[src/rtl/pcm_tx_pkg.sv]
package pcm_tx_pkg;
  localparam logic [7:0] OFS_CTRL  = 8'h00;
  localparam logic [7:0] OFS_DIV   = 8'h04;
  localparam logic [7:0] OFS_ROUTE = 8'h10;
  localparam int unsigned CTRL_EN   = 0;
  localparam int unsigned CTRL_UF   = 1;
  localparam int unsigned CTRL_WIDE = 2;

  function automatic int unsigned slot_len(int unsigned sample_w, bit wide);
    return wide ? 32 : sample_w;
  endfunction
endpackage

[src/rtl/pcm_tx_regs.sv]
module pcm_tx_regs
  import pcm_tx_pkg::*;
#(
  parameter int unsigned PAIRS     = 2,
  parameter bit          WIDE_SLOT = 1'b0
) (
  input  logic                  clk,
  input  logic                  rst_n,
  input  logic                  we,
  input  logic [7:0]            addr,
  input  logic [7:0]            wdata,
  output logic [7:0]            rdata,
  input  logic                  uf,
  output logic                  uf_clr,
  output logic                  en,
  output logic [7:0]            div,
  output logic [PAIRS-1:0][7:0] route
);
  logic                  en_q, en_d;
  logic [7:0]            div_q, div_d;
  logic [PAIRS-1:0][7:0] route_q, route_d;

  always_comb begin
    en_d    = en_q;
    div_d   = div_q;
    route_d = route_q;
    uf_clr  = 1'b0;
    if (we) begin
      if (addr == OFS_CTRL) begin
        en_d   = wdata[CTRL_EN];
        uf_clr = wdata[CTRL_UF];
      end
      if (addr == OFS_DIV && wdata != 8'd0) div_d = wdata;
      for (int j = 0; j < PAIRS; j++) begin
        if (addr == OFS_ROUTE + 8'(4 * j)) route_d[j] = wdata;
      end
    end
  end

  always_ff @(posedge clk or negedge rst_n) begin
    if (!rst_n) begin
      en_q  <= 1'b0;
      div_q <= 8'd1;
      for (int j = 0; j < PAIRS; j++) route_q[j] <= 8'(j + 1);
    end else begin
      en_q    <= en_d;
      div_q   <= div_d;
      route_q <= route_d;
    end
  end

  always_comb begin
    rdata = 8'd0;
    if (addr == OFS_CTRL) begin
      rdata[CTRL_EN]   = en_q;
      rdata[CTRL_UF]   = uf;
      rdata[CTRL_WIDE] = WIDE_SLOT;
    end
    if (addr == OFS_DIV) rdata = div_q;
    for (int j = 0; j < PAIRS; j++) begin
      if (addr == OFS_ROUTE + 8'(4 * j)) rdata = route_q[j];
    end
  end

  assign en    = en_q;
  assign div   = div_q;
  assign route = route_q;

  AST_DIV_LEGAL: assert property (@(posedge clk) disable iff (!rst_n)
    div_q != 8'd0);
endmodule

[src/rtl/pcm_tx_clkdiv.sv]
module pcm_tx_clkdiv (
  input  logic       clk,
  input  logic       rst_n,
  input  logic       en,
  input  logic [7:0] div,
  output logic       sclk,
  output logic       fall_stb
);
  logic [7:0] cnt_q, cnt_d;
  logic       sclk_q, sclk_d;
  logic       tick;

  assign tick     = en && (cnt_q >= div - 8'd1);
  assign fall_stb = tick && sclk_q;

  always_comb begin
    cnt_d  = cnt_q;
    sclk_d = sclk_q;
    if (!en) begin
      cnt_d  = 8'd0;
      sclk_d = 1'b0;
    end else if (tick) begin
      cnt_d  = 8'd0;
      sclk_d = ~sclk_q;
    end else begin
      cnt_d  = cnt_q + 8'd1;
    end
  end

  always_ff @(posedge clk or negedge rst_n) begin
    if (!rst_n) begin
      cnt_q  <= 8'd0;
      sclk_q <= 1'b0;
    end else begin
      cnt_q  <= cnt_d;
      sclk_q <= sclk_d;
    end
  end

  assign sclk = sclk_q;

  AST_SCLK_IDLE: assert property (@(posedge clk) disable iff (!rst_n)
    !en |=> !sclk_q);
endmodule

[src/rtl/pcm_tx_framer.sv]
module pcm_tx_framer #(
  parameter int unsigned SLOT = 16,
  localparam int unsigned POS_W = $clog2(SLOT)
) (
  input  logic clk,
  input  logic rst_n,
  input  logic en,
  input  logic fall_stb,
  output logic lrclk,
  output logic slot_load
);
  logic [POS_W-1:0] pos_q, pos_d;
  logic             lr_q, lr_d;

  assign slot_load = fall_stb && (pos_q == POS_W'(SLOT - 1));

  always_comb begin
    pos_d = pos_q;
    lr_d  = lr_q;
    if (!en) begin
      pos_d = POS_W'(SLOT - 1);
      lr_d  = 1'b0;
    end else if (fall_stb) begin
      pos_d = (pos_q == POS_W'(SLOT - 1)) ? '0 : pos_q + POS_W'(1);
      if (pos_q == POS_W'(SLOT - 2)) lr_d = ~lr_q;
    end
  end

  always_ff @(posedge clk or negedge rst_n) begin
    if (!rst_n) begin
      pos_q <= POS_W'(SLOT - 1);
      lr_q  <= 1'b0;
    end else begin
      pos_q <= pos_d;
      lr_q  <= lr_d;
    end
  end

  assign lrclk = lr_q;
endmodule

[src/rtl/pcm_tx_lane.sv]
module pcm_tx_lane #(
  parameter int unsigned PAIRS    = 2,
  parameter int unsigned SAMPLE_W = 16,
  parameter int unsigned SLOT     = 16
) (
  input  logic                         clk,
  input  logic                         rst_n,
  input  logic                         en,
  input  logic                         fall_stb,
  input  logic                         load,
  input  logic                         load_ok,
  input  logic [PAIRS-1:0][SAMPLE_W-1:0] pool,
  input  logic [7:0]                   route,
  output logic                         sdata
);
  logic [SAMPLE_W-1:0] word;
  logic [SLOT-1:0]     sh_q, sh_d;

  always_comb begin
    word = '0;
    for (int k = 0; k < PAIRS; k++) begin
      if (route == 8'(k + 1)) word = pool[k];
    end
  end

  always_comb begin
    sh_d = sh_q;
    if (!en)           sh_d = '0;
    else if (load)     sh_d = load_ok ? (SLOT'(word) << (SLOT - SAMPLE_W)) : '0;
    else if (fall_stb) sh_d = {sh_q[SLOT-2:0], 1'b0};
  end

  always_ff @(posedge clk or negedge rst_n) begin
    if (!rst_n) sh_q <= '0;
    else        sh_q <= sh_d;
  end

  assign sdata = sh_q[SLOT-1];
endmodule

[src/rtl/pcm_serial_tx.sv]
module pcm_serial_tx
  import pcm_tx_pkg::*;
#(
  parameter int unsigned PAIRS     = 2,
  parameter int unsigned SAMPLE_W  = 16,
  parameter bit          WIDE_SLOT = 1'b0
) (
  input  logic                clk,
  input  logic                rst_n,
  input  logic                reg_we,
  input  logic [7:0]          reg_addr,
  input  logic [7:0]          reg_wdata,
  output logic [7:0]          reg_rdata,
  input  logic                s_valid,
  output logic                s_ready,
  input  logic [SAMPLE_W-1:0] s_data,
  output logic                sclk_o,
  output logic                lrclk_o,
  output logic [PAIRS-1:0]    sdata_o,
  output logic                underflow_o
);
  localparam int unsigned SLOT  = slot_len(SAMPLE_W, WIDE_SLOT);
  localparam int unsigned CNT_W = $clog2(PAIRS + 1);

  if (!(SAMPLE_W == 16 || SAMPLE_W == 24)) begin : g_bad_width
    $error("SAMPLE_W must be 16 or 24");
  end

  logic [1:0] rst_pipe;
  logic       rst_sync_n;

  always_ff @(posedge clk or negedge rst_n) begin
    if (!rst_n) rst_pipe <= 2'b00;
    else        rst_pipe <= {rst_pipe[0], 1'b1};
  end
  assign rst_sync_n = rst_pipe[1];

  logic                           en, uf_clr, fall_stb, slot_load, full;
  logic [7:0]                     div;
  logic [PAIRS-1:0][7:0]          route;
  logic [PAIRS-1:0][SAMPLE_W-1:0] pool_q, pool_d;
  logic [CNT_W-1:0]               fill_q, fill_d;
  logic                           uf_q, uf_d;

  pcm_tx_regs #(.PAIRS(PAIRS), .WIDE_SLOT(WIDE_SLOT)) u_regs (
    .clk(clk), .rst_n(rst_sync_n), .we(reg_we), .addr(reg_addr),
    .wdata(reg_wdata), .rdata(reg_rdata), .uf(uf_q), .uf_clr(uf_clr),
    .en(en), .div(div), .route(route)
  );

  pcm_tx_clkdiv u_div (
    .clk(clk), .rst_n(rst_sync_n), .en(en), .div(div),
    .sclk(sclk_o), .fall_stb(fall_stb)
  );

  pcm_tx_framer #(.SLOT(SLOT)) u_frame (
    .clk(clk), .rst_n(rst_sync_n), .en(en), .fall_stb(fall_stb),
    .lrclk(lrclk_o), .slot_load(slot_load)
  );

  for (genvar j = 0; j < PAIRS; j++) begin : g_lane
    pcm_tx_lane #(.PAIRS(PAIRS), .SAMPLE_W(SAMPLE_W), .SLOT(SLOT)) u_lane (
      .clk(clk), .rst_n(rst_sync_n), .en(en), .fall_stb(fall_stb),
      .load(slot_load), .load_ok(full), .pool(pool_q), .route(route[j]),
      .sdata(sdata_o[j])
    );
  end

  assign full    = (fill_q == CNT_W'(PAIRS));
  assign s_ready = en && !full && !slot_load;

  always_comb begin
    pool_d = pool_q;
    fill_d = fill_q;
    uf_d   = (uf_q && !uf_clr) || (slot_load && !full);
    if (!en || slot_load) begin
      fill_d = '0;
    end else if (s_valid && s_ready) begin
      for (int k = 0; k < PAIRS; k++) begin
        if (fill_q == CNT_W'(k)) pool_d[k] = s_data;
      end
      fill_d = fill_q + CNT_W'(1);
    end
  end

  always_ff @(posedge clk or negedge rst_sync_n) begin
    if (!rst_sync_n) begin
      pool_q <= '0;
      fill_q <= '0;
      uf_q   <= 1'b0;
    end else begin
      pool_q <= pool_d;
      fill_q <= fill_d;
      uf_q   <= uf_d;
    end
  end

  assign underflow_o = uf_q;

  AST_LR_ON_FALL: assert property (@(posedge clk) disable iff (!rst_sync_n)
    (lrclk_o != $past(lrclk_o)) |-> (($past(sclk_o) && !sclk_o) || !en));
  AST_SDATA_ON_FALL: assert property (@(posedge clk) disable iff (!rst_sync_n)
    (sdata_o != $past(sdata_o)) |-> (($past(sclk_o) && !sclk_o) || !en));
  AST_UF_STICKY: assert property (@(posedge clk) disable iff (!rst_sync_n)
    ($past(uf_q) && !$past(uf_clr)) |-> uf_q);
  AST_POOL_BOUND: assert property (@(posedge clk) disable iff (!rst_sync_n)
    fill_q <= CNT_W'(PAIRS));
endmodule

[config.mk]
export PLATFORM = sky130hd
export DESIGN_NAME = pcm_serial_tx
export DESIGN_NICKNAME = d
export VERILOG_FILES = /design/src/rtl/pcm_tx_pkg.sv /design/src/rtl/pcm_tx_regs.sv /design/src/rtl/pcm_tx_clkdiv.sv /design/src/rtl/pcm_tx_framer.sv /design/src/rtl/pcm_tx_lane.sv /design/src/rtl/pcm_serial_tx.sv
export SDC_FILE = /design/constraint.sdc
export NUM_CORES = 1
export LEC_CHECK = 0
export BUFFER_PORTS_ARGS = -buffer_cell sky130_fd_sc_hd__buf_4
export CORE_MARGIN = 4
export CORE_UTILIZATION = 34
export CTS_BUF_LIST = sky130_fd_sc_hd__clkbuf_4 sky130_fd_sc_hd__clkbuf_8
export CTS_CLUSTER_SIZE = 10
export DETAILED_ROUTE_END_ITERATION = 6
export HOLD_SLACK_MARGIN = 0.03
export MAX_ROUTING_LAYER = met4
export PLACE_DENSITY = 0.6
export SYNTH_ARGS = -nofsm -noshare
export SYNTH_HDL_FRONTEND = slang
export SYNTH_SLANG_ARGS = --single-unit
[constraint.sdc]
create_clock -name clk -period 2.9 [get_ports clk]
set_input_delay 0.29 -clock clk [delete_from_list [all_inputs] [get_ports clk]]
set_output_delay 0.29 -clock clk [all_outputs]
set_load 0.02 [all_outputs]
# --- Yosys cells after proc, flatten, opt, wreduce, memory -nomap -nowiden ---
# Index checks and enable logic that the tools add are counted.
# W data, S select, Z words.
word_totals:
  register_bits: 108
  in_bits: 36
  output_inout_bits: 14
  wordCells: 94
op_classes:
  n_addsub: 4
  order_cmp: 1
  n_eq_ne: 15
  mux: 30
  bitwise: 3
  n_reduce_logical: 26
op_table:
  columns: ["op", "count"]
  rows:
  - ["$mux W16", 12]
  - ["$mux W8", 5]
  - ["$eq A8 B1 Y1 const B", 2]
  - ["$eq A8 B2 Y1 const B", 2]
  - ["$eq A8 B5 Y1 const B", 2]
  - ["$mux W4", 3]
  - ["$reduce_and A2 Y1", 5]
  - ["$logic_and A1 B1 Y1", 9]
  - ["$add A8 B1 Y8 const B", 1]
  - ["$eq A4 B4 Y1 const B", 2]
  - ["$eq A8 B3 Y1 const B", 1]
  - ["$ge A8 B8 Y1", 1]
  - ["$logic_not A8 Y1", 1]
  - ["$reduce_bool A8 Y1", 1]
  - ["$sub A8 B1 Y8 const B", 1]
  - ["$mux W1", 7]
  - ["$mux W2", 3]
  - ["$ne A2 B1 Y1 const B", 3]
  - ["$reduce_and A3 Y1", 2]
  - ["$add A4 B1 Y4 const B", 1]
  - ["$logic_not A1 Y1", 4]
  - ["$ne A3 B2 Y1 const B", 1]
  - ["$not A1 Y1", 3]
  - ["$add A2 B1 Y2 const B", 1]
  - ["other kinds (5)", 6]

# --- Logic depth before layout (Yosys ltp) ---
# Gate-level depths: netlist of run 1.
logic_depth:
  word_depth: 10
  ltp_mapped: 12
  depth_no_buf: 10

# --- Cells and area by module ---
# Synthesis of run 1 repeated with hierarchy kept, for this count alone.
hier_totals:
  hier_cells: 559
  area_unflattened_um2: 6296.0
modules_own_cells:
  columns: ["mod", "instances", "cells_each", "area_each_um2", "seq_area_each_um2"]
  rows:
  - ["pcm_tx_lane", 2, 131, 1228.7, 400.4]
  - ["pcm_serial_tx", 1, 91, 1544.0, 925.9]
  - ["pcm_tx_regs", 1, 101, 1272.5, 629.4]
  - ["pcm_tx_clkdiv", 1, 78, 743.2, 225.2]
  - ["pcm_tx_framer", 1, 27, 279.0, 130.1]

# --- Worst setup path after synthesis of run 1 ---
# No wires, ideal clock.
synth_path:
  path_type: "reg-to-reg"
  start: "reg u_regs.div_q[0], in the netlist u_regs.div[0]"
  end: "reg pool_q[10] (netlist bit)"
  setup_ns: 0.125
  arrival_ns: 2.614
  required_ns: 2.775
  slack_ns: 0.161
  path_stages_with_launch: 9
  path_buffers: 1
  period_less_slack_ns: 2.739
  cell_sequence: "dfstp_2 -> inv_1 -> ha_1 -> ha_1 -> a2111o_1 -> a31oi_4 -> o2111ai_4 -> buf_6 -> mux2_4"
synth_via:
  elab_chain_cells: 9
  elab_cells_between_ends: 11
  classes_between: "add/sub (1); order compare (1); bitwise (1); reduce/logical (8)"
synth_lines:
  columns: ["item", "line", "rtl"]
  rows:
  - ["start: declaration", "pcm_tx_regs.sv:20", "logic [7:0] div_q, div_d;"]
  - ["start signal: assignment", "pcm_tx_regs.sv:47", "div_q <= div_d;"]
  - ["$sub A8 B1 Y8 *", "pcm_tx_clkdiv.sv:13", "assign tick = en && (cnt_q >= div - 8'd1);"]
  - ["$ge A8 B8 Y1 *", "pcm_tx_clkdiv.sv:13", null]
  - ["$logic_and A1 B1 Y1 *", "pcm_tx_clkdiv.sv:13", null]
  - ["$logic_and A1 B1 Y1 *", "pcm_tx_clkdiv.sv:14", "assign fall_stb = tick && sclk_q;"]
  - ["$logic_and A1 B1 Y1 *", "pcm_tx_framer.sv:15", "assign slot_load = fall_stb && (pos_q == POS_W'(SLOT - 1));"]
  - ["$logic_not A1 Y1", "pcm_serial_tx.sv:70", "assign s_ready = en && !full && !slot_load;"]
  - ["$logic_and A1 B1 Y1", "pcm_serial_tx.sv:70", null]
  - ["$logic_and A1 B1 Y1", "pcm_serial_tx.sv:78", "end else if (s_valid && s_ready) begin"]
  - ["$reduce_and A3 Y1 (no source line) *", null, null]
  - ["end signal: assignment", "pcm_serial_tx.sv:92", "pool_q <= pool_d;"]
  - ["end: declaration", "pcm_serial_tx.sv:41", "logic [PAIRS-1:0][SAMPLE_W-1:0] pool_q, pool_d;"]
# Mark *: on every way between the ends. The rest lies on a longest branch, timed or not.
# A chain may end at the register's enable or synchronous reset.

# --- Final worst setup path of run 1 ---
layout_path:
  start: "reg u_regs.div_q[3], in the netlist u_regs.div[3]"
  end: "out s_ready"
layout_via:
  elab_chain_cells: 7
layout_lines:
  columns: ["item", "line", "rtl"]
  rows:
  - ["$sub A8 B1 Y8", "pcm_tx_clkdiv.sv:13", null]
  - ["$ge A8 B8 Y1", "pcm_tx_clkdiv.sv:13", null]
  - ["$logic_and A1 B1 Y1", "pcm_tx_clkdiv.sv:13", null]
  - ["$logic_and A1 B1 Y1", "pcm_tx_clkdiv.sv:14", null]
  - ["$logic_and A1 B1 Y1", "pcm_tx_framer.sv:15", null]
  - ["$logic_not A1 Y1", "pcm_serial_tx.sv:70", null]
  - ["$logic_and A1 B1 Y1", "pcm_serial_tx.sv:70", null]
  - ["end: declaration", "pcm_serial_tx.sv:15", "output logic s_ready,"]
# Every way passes these cells.

==> results.cfg, run 1 <==
[floorplan]
ios = 50
num_rows = 46
dieWidth_um = 135.2
die_y_um = 135.2
start_util = 0.3464
die_area_sq_mm = 0.01828
core_region_area_sq_mm = 0.01589

[clock_tree]
cts_tree = yes
cts_root_buf = clkbuf_8
cts_buffers = 9
numClockSinks = 108
path_clk_slew_ns = 0.10
clockBufferDepth = 2
insertion_delay_ns = 0.38
h-tree-depth = 3

[critical_path]
reg2reg_from = u_regs.div[5]
cp-start-kind = flip-flop
cp_cell_sequence = nor2_1, nor4b_2, xnor2_1, ha_1, a21oi_1, o21ai_2, a31oi_4, o21ai_2, nor2_1, buf_4
arrival_ns = 2.56
r2r_slack_ns = 0.07
slowest_stage = dfrtp_1
crit_path_end_kind = output pin
crit_type = flip-flop to output pin
rr_endpoint = pool_q[23]
crit_fanout = 5
rr_worst_depth = 11
critPathLaunch = u_regs.div[3]
crit_path_end = s_ready
critPathMaxStageDelay_ns = 0.45
critPathRequiredTime_ns = 2.61

[grt]
grt_max_degree = 53
overflow = 0
grt_pass1_wl_um = 22190
grt_pass1_vias = 4211
antenna_found_initial = 0
gr-usage-all-layers = 0.1573

[placed_design]
place_area_sq_mm = 0.006201
io_buffers = 49
dp_slack_ns = -0.01751
post-dp-hpwl_um = 9001
gp_congestion = 0.8505

[logic_synthesis]
synth_top_family_by_area = compound AO/OA/AOI/OAI gates
synthMuxAreaShare = 0.1464
async_reset_ff_frac = 1.000
synth_common_cells = dfrtp_1 (101), nor2_1 (54), mux2_2 (40), a22oi_1 (37), nand2_1 (31)
yosysMostFrequentCell = dfrtp_1
synth_sequential_area_ratio = 0.4927
yosys.area_share.simple = 0.1173
synthXorXnorAreaFrac = 0.02387
synth.avg_cell_area_sq_um = 11.12
ys.flop_type = dfrtp_1
synth_compound_area_frac = 0.1535
synth_fa_ha_area_frac = 0.03411
ys_types = 45
synth_seq_cells = 108
netlist_area_sq_mm = 0.005503
yosysTopAreaCellShare = 0.4593
synthCells = 495
synth_edf_count = 0
synth_largest_area_cell = dfrtp_1
ys.warnings.count = 0
synth.net_count = 546
yosys-top-cells-area = dfrtp_1 (46%), mux2_2 (8.2%), mux2_4 (5.5%)

[pwr]
p_clk_frac = 0.179
netSwitchingFraction = 0.3488
p_per_area_mw_per_mm2 = 886.4
vdd_drop_max_v = 0.0004817
p_sw_mw = 2.041
p_int_mw = 3.811
combPwrFrac = 0.385
leakage_nw = 2.884
seqPwrFrac = 0.436
p_total_mw = 5.852

[drt]
firstDrtPassIters = 4
viasPerCell = 5.246
detail-route-antenna-nets = 0
route.detailed.drc = 0
vias = 4071
dr.first_iter.drc_count = 296
wl_per_cell_um = 17.16
routed_wl_um = 13320

[layout]
syn2layout_area_growth_pct = 19.96
final_area_sq_mm = 0.006601
drive_above_1_share = 0.3250
diodes = 0
final_nets = 606

[timing]
finalHoldViolations = 0
slew_viol_final = 0
timing.hold.ws_ns = 0.1389
tightest_slew_ns = 1.034
fin_tns_setup_ns = 0
setup_ws_ns = 0.04648
period_minus_slack_ns = 2.854
fmax_mhz = 350.4
rsz0062_at_grt = true
finalCritPeriodShare = 0.9840
setup_viol = 0
skew_ns = 0.009464
slew_headroom = 0.3109

[outcome]
status = complete, no violations

[hold_path]
hold_path.class = input pin to flip-flop

[flow_run]
maxCapViolations = 0
[metal layers]
metal / track usage / share of wire / vias up
li1: - / - / 1928
met1: 0.2043 / 0.46 / 2047
met2: 0.2503 / 0.49 / 88
met3: 0.04123 / 0.045 / 8
met4: 0.03303 / 0.0067 / 0
met5: - / 0 / -
[worst max-delay path: cells and delay by family (launching register included)]
family	cells	cell delay, ns
fa+ha+maj	1	0.28
flops	1	0.45
xor+xnor	1	0.16
compound gates	4	0.60
buf+inv	1	0.15
simple gates	3	0.54
[power groups by stage]
| stage | clock [mW] | combinational [mW] | sequential [mW] |
|---|---|---|---|
| finish | 1.05 | 2.25 | 2.55 |
| global route | 1.15 | 2.50 | 2.64 |
| CTS | 1.08 | 2.17 | 2.55 |
| detailed placement | 0 | 2.13 | 2.58 |
| global placement | 0 | 2.05 | 2.55 |
| floorplan | 0 | 1.62 | 2.45 |
[state kept, by name, summed over array words and instances (netlist names)]
register	count
u_regs.en	1
u_frame.lrclk	1
underflow_o	1
u_div.cnt_q	8
pool_q	32
u_div.sclk	1
rst_pipe	2
fill_q	2
u_frame.pos_q	4
g_lane.u_lane.sh_q	32
u_regs.route	16
u_regs.div	8
[final cells by class]
class	instances	area, sq um
tap	216	270.3
inverter	10	37.54
clock buffer	11	145.1
sequential	108	2716
multi-input combinational	348	2688
fill	1569	9284
clock inverter	5	85.08
timing repair buffer	78	659.4
[kinds of logic (layout without fill, tap and decap cells)]
kind of cell | Yosys count | count (layout)
and+or+nand+nor | 131 | 131
xor gates and xnor gates | 15 | 15
buffers and inverters | 39 | 104
AOI/OAI and AO/OA | 123 | 123
DFF | 108 | 108
other | 1 | 1
adders and majority gates | 15 | 15
muxes | 63 | 63
[worst min path at each step]
stage / from / endpoint / slack, ns / cells past startpoint
after floorplan: rst_n / rst_pipe[0] / -0.006 / 0
after global placement: rst_n / rst_pipe[0] / 0.07 / 1
after detailed placement: rst_n / rst_pipe[0] / 0.08 / 1
after CTS: s_data[9] / pool_q[9] / 0.11 / 2
after global routing: s_data[2] / pool_q[18] / 0.11 / 2
final: s_data[10] / pool_q[26] / 0.14 / 2
[cells in the final DEF, fill, tap and decap left out, drive strengths merged, types with 8 or more instances in the layout]
cell      n
dfrtp   101
buf      76
mux2     60
nor2     54
a22oi    37
nand2    31
o21ai    27
a21oi    21
a31oi    16
a211oi   15
ha       15
clkbuf   12
inv      11
nand3    10
xor2      8
and3      8
[per-stage QoR]
stage	util	std cells
5_1_grt	0.4156	776
3_5_place_dp	0.3904	749
3_3_place_gp	0.3904	749
6_report	0.4156	776
4_1_cts	0.4093	769
2_1_floorplan	-	495
[what timing repair did]
action                     4_1_cts  5_1_grt
hold buffers                     1        0
pin swaps                        8        4
resized for setup               10        8
setup endpoints to repair       23       32
buffers inserted                 3        7
hold endpoints to repair         2        0
gates cloned                     0        1
No activity file was read; power rests on OpenSTA's default activity.
==> run 2, diff against run 1 <==
--- a/config.mk
+++ b/config.mk
@@ -5,6 +5,7 @@
 export SDC_FILE = /design/constraint.sdc
 export NUM_CORES = 1
 export LEC_CHECK = 0
+export ABC_AREA = 1
 export BUFFER_PORTS_ARGS = -buffer_cell sky130_fd_sc_hd__buf_4
 export CORE_MARGIN = 4
 export CORE_UTILIZATION = 34
@@ -14,6 +15,7 @@
 export HOLD_SLACK_MARGIN = 0.03
 export MAX_ROUTING_LAYER = met4
 export PLACE_DENSITY = 0.6
+export SLEW_MARGIN = 30
 export SYNTH_ARGS = -nofsm -noshare
 export SYNTH_HDL_FRONTEND = slang
 export SYNTH_SLANG_ARGS = --single-unit
==> run 2 against run 1 <==
  * Clock power increased by 9.5%
  * Via count rose by 16%
  * Sequential share of layout area decreased by 0.81 points
  * Count of clock-buffer cells in the layout is the same
  * Cell count up 29%
  * Combinational power decreased by 84%
  * Worst setup slack better by 0.039 ns
  * Hold slack got worse by 0.033 ns
  * Largest power group unchanged
==> results.cfg, run 2 <==
[layout]
drive_above_1_share = 0.1650
diodes = 0
fillCellCount = 1721
multi_input_area_sq_mm = 0.002678
mostFrequentLayoutCell = nand2_1
stdcell_count = 1002
final_cell_mix = nand2_1 (275), dfrtp_1 (99), inv_1 (64)
syn2layout_area_growth_pct = 16.32
final_nets = 828
seqCellArea_sq_mm = 0.002716

[critical_path]
rr_endpoint = g_lane[1].u_lane.sh_q[14]
crit_type = flip-flop to output pin
critPathLaunch = u_regs.div[0]
crit_fanout = 5
critPathTopFamily = flip-flops
critPathRequiredTime_ns = 2.61
critPathMaxStageDelay_ns = 0.57
path_buf_inv = 4
arrival_ns = 2.52
reg2reg_from = u_regs.div[0]
crit_path_end_kind = output pin
slowest_stage = dfstp_2
cp_cell_sequence = inv_4, ha_4, nand2_4, nor3_2, xor2_1, inv_1, ha_1, nand2_2, o21a_1, nand2_4, nand4_4, nand2_2, inv_2, buf_6
r2r_slack_ns = 0.25
rr_worst_depth = 16
cp-start-kind = flip-flop

[logic_synthesis]
synth_sequential_area_ratio = 0.4683
yosysTopAreaCellShare = 0.4366
synth_largest_area_cell = dfrtp_1
synth_edf_count = 0
synth.net_count = 780
yosysMostFrequentCell = nand2_1
yosys-top-cells-area = dfrtp_1 (44%), nand2_1 (18%), o21ai_0 (4.8%)
netlist_area_sq_mm = 0.005789
async_reset_ff_frac = 1.000
ys_types = 40
synth.avg_cell_area_sq_um = 7.941
ys.flop_type = dfrtp_1
synth_seq_cells = 108
synth_common_cells = nand2_1 (279), dfrtp_1 (101), inv_1 (68), o21ai_0 (56)
ys.warnings.count = 0
synthCells = 729

[clock_tree]
cts_tree = yes
path_clk_slew_ns = 0.10
cts_buffers = 9
cts_root_buf = clkbuf_8
h-tree-depth = 3
clockBufferDepth = 2
insertion_delay_ns = 0.38
numClockSinks = 108

[pwr]
p_per_area_mw_per_mm2 = 471.2
vdd_drop_max_v = 0.0004044
leakage_nw = 3.337
p_total_mw = 3.173

[drt]
route.detailed.drc = 0
routed_wl_um = 14080
wl_per_cell_um = 14.05
viasPerCell = 4.697
firstDrtPassIters = 4
detail-route-antenna-nets = 0
dr.first_iter.drc_count = 385
vias = 4706

[placed_design]
place_inst = 979
gp_congestion = 0.8792
io_buffers = 49
post-dp-hpwl_um = 9863
dp_slack_ns = 0.1964

[timing]
period_minus_slack_ns = 2.815
finalCritPeriodShare = 0.9706
timing.hold.ws_ns = 0.1057
setup_viol = 0
skew_ns = 0.01227
finalHoldViolations = 0
slew_viol_final = 0
fin_tns_setup_ns = 0
tightest_slew_ns = 0.7151
fmax_mhz = 355.3
rsz0062_at_grt = true
setup_ws_ns = 0.08526
slew_headroom = 0.5218

[floorplan]
ios = 50
core_region_area_sq_mm = 0.01664
die_area_sq_mm = 0.01918
die_y_um = 138.5
num_rows = 47
dieWidth_um = 138.5
start_util = 0.3479

[outcome]
status = complete, no violations

[grt]
grt_pass1_wl_um = 23920
grt_pass1_vias = 4521
gr-usage-all-layers = 0.1548
antenna_found_initial = 0
grt_max_degree = 85
overflow = 0

[hold_path]
holdPathEnd = pool_q[3]
hold_path.class = input pin to flip-flop
whs_path_depth = 3
min_from = s_data[3]

[flow_run]
maxCapViolations = 0
[run 2: cell types whose count changed in the layout (fill, tap and decap cells not counted), sizes merged, moves of 16 or more]
cell    before  now
o211ai       0   16
inv         11   74
a22oi       37    0
nand2       31  286
mux2        60    0
o21ai       27   82
nor2        54   32
[run 2: cell type report]
class | instances | share of cell area
sequential | 108 | 0.4034
timing repair buffer | 65 | 0.07952
clock buffer | 11 | 0.02155
inverter | 73 | 0.04106
tap | 220 | 0.04088
clock inverter | 5 | 0.01598
multi-input combinational | 520 | 0.3976
[run 2: worst max-delay path by stage]
stage                                      endpoint  slack, ns  cells after the start
after CTS                                   s_ready      0.007                     12
after global placement    g_lane[0].u_lane.sh_q[12]       0.27                     16
after detailed placement  g_lane[1].u_lane.sh_q[14]       0.20                     16
after global routing                        s_ready      -0.08                     14
after floorplan           g_lane[0].u_lane.sh_q[15]       0.48                     16
final                                       s_ready       0.09                     14
[run 2: cell families (layout without fill, tap and decap cells)]
kind of cell / Yosys count / count (layout) / share of synthesized area
and+or+nand+nor: 351 / 351 / 0.2602
xor gates and xnor gates: 8 / 8 / 0.01210
buffers and inverters: 101 / 154 / 0.07694
AOI/OAI and AO/OA: 145 / 145 / 0.1493
DFF: 108 / 108 / 0.4683
other: 1 / 1 / 0.0006477
adders and majority gates: 15 / 15 / 0.03242
[run 2: report_power, final]
group	switching (mW)	total (mW)	leakage, nW	internal (mW)
registers	0.0667	1.66	1.46	1.59
logic	0.228	0.368	1.75	0.140
clock network	0.536	1.15	0.128	0.612
[run 2: tightest hold or removal path, delay by kind of cell]
family | cells | cell delay [ns]
buf+inv | 1 | 0.08
simple gates | 2 | 0.08
[run 2: through the flow]
step | instance area [sq um] | utilization
6_report | 6734 | 0.4046
3_5_place_dp | 6345 | 0.3813
5_1_grt | 6734 | 0.4046
4_1_cts | 6625 | 0.3981
2_1_floorplan | 5791 | -
3_3_place_gp | 6345 | 0.3813
[run 2: metal layers]
layer	track usage	part of all wire	vias up
li1	-	-	2442
met1	0.2386	0.54	2171
met2	0.2061	0.42	76
met3	0.01692	0.028	17
met4	0.05980	0.016	0
met5	-	0	-
[run 2: timing repair]
action / CTS / global route
hold buffers: 1 / 0
endpoints found under the setup margin: 1 / 57
resized for setup: 4 / 16
pin swaps: 3 / 7
setup buffers: 1 / 5
hold endpoints to repair: 2 / 0
